[src/rtl/irq_mask_guard.sv]
module irq_mask_guard #(
  parameter int MASK_W      = 6,
  parameter int PC_W        = 16,
  parameter int REGION_W    = 4,
  parameter int MID_FLOOR   = 8,
  parameter int USER_FLOOR  = 16
) (
  input  logic              clk,
  input  logic              rst_n,
  input  logic              req_valid,
  input  logic [MASK_W-1:0] req_mask,
  input  logic [PC_W-1:0]   req_pc,
  output logic [MASK_W-1:0] mask_out,
  output logic              fault_irq
);

  localparam logic [REGION_W-1:0] TOP_REGION = '1;
  localparam logic [REGION_W-1:0] MID_REGION = TOP_REGION - 1'b1;
  localparam logic [MASK_W-1:0]   MID_MIN    = MASK_W'(MID_FLOOR);
  localparam logic [MASK_W-1:0]   USER_MIN   = MASK_W'(USER_FLOOR);

  logic [REGION_W-1:0] region;
  logic                permitted;
  logic                live;

  assign region    = req_pc[PC_W-1 -: REGION_W];
  assign permitted = (region == TOP_REGION) ||
                     (region == MID_REGION && req_mask >= MID_MIN) ||
                     (req_mask >= USER_MIN);
  assign live      = req_valid && !fault_irq;

  always_ff @(posedge clk) begin
    if (!rst_n) begin
      mask_out  <= '0;
      fault_irq <= 1'b0;
    end else begin
      fault_irq <= live && !permitted;
      if (live && permitted) mask_out <= req_mask;
    end
  end

endmodule


[config.mk]
export PLATFORM = sky130hd
export DESIGN_NAME = irq_mask_guard
export DESIGN_NICKNAME = d
export VERILOG_FILES = /design/src/rtl/irq_mask_guard.sv
export SDC_FILE = /design/constraint.sdc
export NUM_CORES = 1
export LEC_CHECK = 0
export ABC_AREA = 1
export BUFFER_PORTS_ARGS = -buffer_cell sky130_fd_sc_hd__buf_2
export CORE_AREA = 2 2 39 41
export DETAILED_ROUTE_END_ITERATION = 10
export DIE_AREA = 0 0 41 43
export GPL_ROUTABILITY_DRIVEN = 0
export PLACE_DENSITY = 0.63
export SLEW_MARGIN = 5
export SYNTH_ARGS = -nofsm -noshare
export SYNTH_HDL_FRONTEND = slang
export SYNTH_SLANG_ARGS = --single-unit
export TNS_END_PERCENT = 30
[constraint.sdc]
create_clock -name clk -period 1.63 [get_ports clk]
set_input_delay 0 -clock clk [delete_from_list [all_inputs] [get_ports clk]]
set_output_delay 0 -clock clk [all_outputs]
set_load 0.02 [all_outputs]
==> results.sh, run 1 <==
export IMPL_cts_sinks=7
export IMPL_worstMarginPinSlew_ps=480
export IMPL_grt_pass1_wl_um=1120
export IMPL_cpPeakStageDelay_ps=380
export IMPL_port_buffers=19
export IMPL_synthTopCellsByArea="dfxtp_1 43%, nand3_1 11%, nor2_1 10%"
export IMPL_synth_most_common_cell="nor2_1"
export IMPL_ant_nets=0
export IMPL_p_sw_uw=123
export IMPL_path_depth=4
export IMPL_tns_ps=0
export IMPL_yosysTopAreaCell="dfxtp_1"
export IMPL_dr_pass1_iters=2
export IMPL_drv_slew=0
export IMPL_core_region_area_mm2=0.00138
export IMPL_synth_cell_type_count=9
export IMPL_swShare_pct=28.3
export IMPL_crit_path_max_fanout=13
export IMPL_rsz0062_at_grt="no"
export IMPL_synth_avg_cell_area_um2=7.00
export IMPL_fin_crit_ps=1070
export IMPL_wl_per_cell_um=8.56
export IMPL_holdBufCountCts=0
export IMPL_syn_inst=47
export IMPL_routed_wl_um=719
export IMPL_end_kind="register"
export IMPL_cts_path_max_buffers=2
export IMPL_syn_area_um2=329
export IMPL_start_util_pct=23.8
export IMPL_fmax_mhz=932
export IMPL_holdCritPathClass="in -> reg"
export IMPL_drc=0
export IMPL_crit_chain="nor2_2 > nand3_1 > nand2_1 > nor2_1"
export IMPL_slew_headroom_pct=68.0
export IMPL_grt_pass1_vias=334
export IMPL_cp_arrival_ps=1210
export IMPL_p_leak_nw=0.255
export IMPL_cp_top_family="simple AND/OR/NAND/NOR gates"
export IMPL_vdd_drop_max_v=0.000365
export IMPL_drt_initial_drc_count=3
export IMPL_vias=360
export IMPL_cp_required_ps=1770
export IMPL_fp_dieH_um=43
export IMPL_diodes=0
export IMPL_fp_dieArea_mm2=0.00176
export IMPL_drive_gt1_share_pct=35.3
export IMPL_synth_common_cells="9 x nor2_1, 7 x dfxtp_1, 7 x inv_1, 7 x nand2_1, 7 x nand3_1"
export IMPL_numCtsBuffers=3
export IMPL_skew_ps=1.70
export IMPL_hold_depth=3
export IMPL_setup_viol_count_final=0
export IMPL_ctsResizeCount=0
export IMPL_reg2reg_depth=4
export IMPL_start_kind="register"
export IMPL_synth_flop_cell="dfxtp_1"
export IMPL_finalCritPeriodShare_pct=65.8
export IMPL_synth_net_count=72
export IMPL_p_int_uw=312
export IMPL_grt_max_degree=14
export IMPL_vias_per_cell=4.29
export IMPL_clkTransAtPathRegs_ps=50
export IMPL_dp_hpwl_um=510
export IMPL_hold_viol_final=0
export IMPL_grt_util_all_layers_pct=9.44
export IMPL_gr_total_overflow=0
export IMPL_ioPinCount=32
export IMPL_ys_seq_area_share_pct=42.6
export IMPL_outcome="finished clean"
export IMPL_p_per_area_mw_per_mm2=971
export IMPL_pwr_share_comb_pct=19.7
export IMPL_async_reset_ff_share_pct=0
export IMPL_critPathBufInv=0
export IMPL_worstSetupPathType="reg -> reg"
export IMPL_cts_root_buf="clkbuf_4"
export IMPL_synthToLayoutAreaGrowth_pct=36.1
export IMPL_critPathSlowestCell="nor2_2"
export IMPL_cts_tree="built"
export IMPL_htree_levels=1
export IMPL_yosysTopAreaCellShare_pct=42.6
export IMPL_synth_edf_count=0
export IMPL_nets=94
export IMPL_die_x_um=41
export IMPL_cap_violations=0
export IMPL_clk_insertion_delay_late_ps=250
export IMPL_yosysWarningCount=0
export IMPL_rows=14
export IMPL_antenna_found_initial=0
export IMPL_clkPwrFrac_pct=36.6
export IMPL_ys_ff_latch=7
export IMPL_finalPower_uw=435
export IMPL_p_seq_share_pct=43.7
export IMPL_postCtsSetupBuffers=0
worst min-delay path, delay by kind of cell:
family                 cells  cell delay (ps)
buffers and inverters      1              140
and+or+nand+nor            2              100
layer usage:
metal  up-vias  track usage [%]  wire [µm]
li1        190                -          -
met1       159             9.97        305
met2         9             13.8        355
met3         2             3.14         51
met4         0             8.67          6
met5         -                0          0
stage by stage:
stage / utilization (%) / area, µm² / setup slack, ps / cells / hold WS (ps)
floorplan: - / 329 / 671 / 47 / 121
global placement: 30.5 / 422 / 580 / 80 / 291
detailed placement: 30.5 / 422 / 568 / 80 / 292
CTS: 32.4 / 448 / 548 / 84 / 28.7
global route: 32.4 / 448 / 467 / 84 / 38.3
finish: 32.4 / 448 / 557 / 84 / 33.9
worst paths after layout:
| check | to | slack, ps | startpoint |
|---|---|---|---|
| worst max-delay path | mask_out[0] | 560 | fault_irq |
| worst min-delay path | mask_out[5] | 30 | rst_n |
| worst max register to register | mask_out[0] | 560 | fault_irq |
| worst min register to register | mask_out[1] | 470 | mask_out[1] |
power by group through the flow:
stage	Sequential, mW	Clock (mW)	Combinational [mW]
after global placement	0.194	0	0.0840
after global routing	0.192	0.173	0.0953
final	0.190	0.159	0.0859
after floorplan	0.210	0	0.0415
after detailed placement	0.193	0	0.0852
after CTS	0.190	0.160	0.0867
state kept, by name, summed over array words and instances, names as in the netlist:
register / flops
fault_irq: 1
mask_out: 6
cell usage in the layout (no fill, tap or decap), drive strengths merged:
cell,n
buf,19
nor2,10
nand3,7
inv,7
nand2,7
dfxtp,7
a21oi,6
clkbuf,4
o21ai,1
layout make-up:
class / count / area, µm²
Fill cell: 152 / 936
Inverter: 7 / 26.3
Clock buffer: 4 / 26.3
Sequential cell: 7 / 140
Timing Repair Buffer: 19 / 95.1
Tap cell: 16 / 20.0
Multi-Input combinational cell: 31 / 140
logic make-up (layout without fill, tap and decap cells):
group                  count (synthesis)  in the layout  share of synthesized area (%)
and+or+nand+nor                       24             24                           30.8
buffers and inverters                  9             30                           14.8
DFF                                    7              7                           42.6
AOI/OAI and AO/OA                      7              7                           11.8
No activity file was read; power rests on OpenSTA's default activity.
==> run 2: changes to the inputs <==
- clock period: 1.63 -> 1.11 ns (I/O delays scaled with it)
==> run 2 against run 1 <==
Effect of this change:
- power rose by 47%
- setup slack got worse by 330 ps
- sequential cell count did not move
- non-clock buffer count rose by 2
- clock power rose by 44%
- combinational power rose by 53%
- global-route usage rose by 0.91 points
- sequential share of layout area fell by 1.0 points
- count of clock-buffer cells in the layout did not move
==> results.sh, run 2 (same netlist as run 1, synthesis figures left out) <==
export IMPL_fin_crit_ps=880
export IMPL_routed_wl_um=726
export IMPL_worstSetupPathType="reg -> reg"
export IMPL_gr_total_overflow=0
export IMPL_outcome="finished clean"
export IMPL_vias_per_cell=4.02
export IMPL_slew_headroom_pct=91.6
export IMPL_holdCritPathClass="in -> reg"
export IMPL_rsz0062_at_grt="no"
export IMPL_largest_reg_flops=6
export IMPL_vdd_drop_max_v=0.000655
export IMPL_drv_slew=0
export IMPL_vias=346
export IMPL_die_x_um=41
export IMPL_final_cell_mix="19 x buf_2, 9 x nor2_1"
export IMPL_grt_max_degree=14
export IMPL_clk_insertion_delay_late_ps=250
export IMPL_nets=96
export IMPL_p_per_area_mw_per_mm2=1380
export IMPL_core_region_area_mm2=0.00138
export IMPL_hold_viol_final=0
export IMPL_grt_util_all_layers_pct=10.4
export IMPL_start_util_pct=23.8
export IMPL_numCtsBuffers=3
export IMPL_diodes=0
export IMPL_crit_path_max_fanout=13
export IMPL_ctsResizeCount=0
export IMPL_cp_arrival_ps=1020
export IMPL_grt_pass1_vias=321
export IMPL_place_ws_ps=244
export IMPL_tns_ps=0
export IMPL_skew_ps=0.166
export IMPL_cp_required_ps=1250
export IMPL_fp_dieH_um=43
export IMPL_htree_levels=1
export IMPL_antenna_found_initial=0
export IMPL_port_buffers=19
export IMPL_finalCritPeriodShare_pct=79.3
export IMPL_cts_tree="built"
export IMPL_end_kind="register"
export IMPL_clkTransAtPathRegs_ps=50
export IMPL_grt_pass1_wl_um=1170
export IMPL_drt_initial_drc_count=1
export IMPL_layout_commonest_cell="buf_2"
export IMPL_ant_nets=0
export IMPL_start_kind="register"
export IMPL_postCtsSetupBuffers=0
export IMPL_rows=14
export IMPL_worstMarginPinSlew_ps=126
export IMPL_drive_gt1_share_pct=37.1
export IMPL_dp_hpwl_um=529
export IMPL_top_regs="mask_out (6), fault_irq (1)"
export IMPL_drc=0
export IMPL_wl_per_cell_um=8.44
export IMPL_cts_root_buf="clkbuf_4"
export IMPL_fmax_mhz=1140
export IMPL_ioPinCount=32
export IMPL_ff2ff_setup_slack_ps=230
export IMPL_setup_viol_count_final=0
export IMPL_top_register="mask_out"
export IMPL_holdBufCountCts=0
export IMPL_cts_path_max_buffers=2
export IMPL_dr_pass1_iters=4
export IMPL_p_leak_nw=0.264
export IMPL_synthToLayoutAreaGrowth_pct=40.7
export IMPL_fp_dieArea_mm2=0.00176
export IMPL_cts_sinks=7
export IMPL_worst_slack_ps=230
export IMPL_cap_violations=0
[run 2: final timing paths]
check,start,to,cells after the start
worst min-delay path,rst_n,mask_out[5],3
worst max-delay path,fault_irq,mask_out[4],5
worst max register to register,fault_irq,mask_out[4],5
worst min register to register,mask_out[5],mask_out[5],2
[run 2: cell type report]
class,instances,area [µm²]
inverter,7,26.3
tap,16,20.0
fill,159,921
timing repair buffer,21,110
sequential,7,140
multi-input combinational,31,140
clock buffer,4,26.3
[run 2: critical path, stage by stage, from the launching register on]
cell     delay [ps]
dfxtp_1         310
nor2_2           90
buf_4           180
nand3_1          90
nand2_1          60
nor2_1           40
[run 2: stage by stage]
| step | hold slack (ps) | utilization, % | std cells | power (mW) | cell area [µm²] |
|---|---|---|---|---|---|
| 5_1_grt | 46.7 | 33.5 | 86 | 0.683 | 463 |
| 3_3_place_gp | 291 | 31.6 | 82 | 0.414 | 437 |
| 3_5_place_dp | 292 | 31.6 | 82 | 0.416 | 437 |
| 6_report | 36.9 | 33.5 | 86 | 0.639 | 463 |
| 2_1_floorplan | 121 | - | 47 | 0.369 | 329 |
| 4_1_cts | 21.0 | 33.5 | 86 | 0.656 | 463 |
[run 2: report_power, final]
part           switching, mW  leakage, nW  internal (mW)
Sequential           0.00876       0.0579          0.271
Clock                 0.0916       0.0150          0.137
Combinational         0.0756        0.191         0.0553
[run 2: metal layers]
metal	wire length [µm]	vias up	GRT usage, %
li1	-	194	-
met1	307	143	10.3
met2	365	7	14.7
met3	40	2	4.71
met4	12	0	10.0
met5	0	-	0
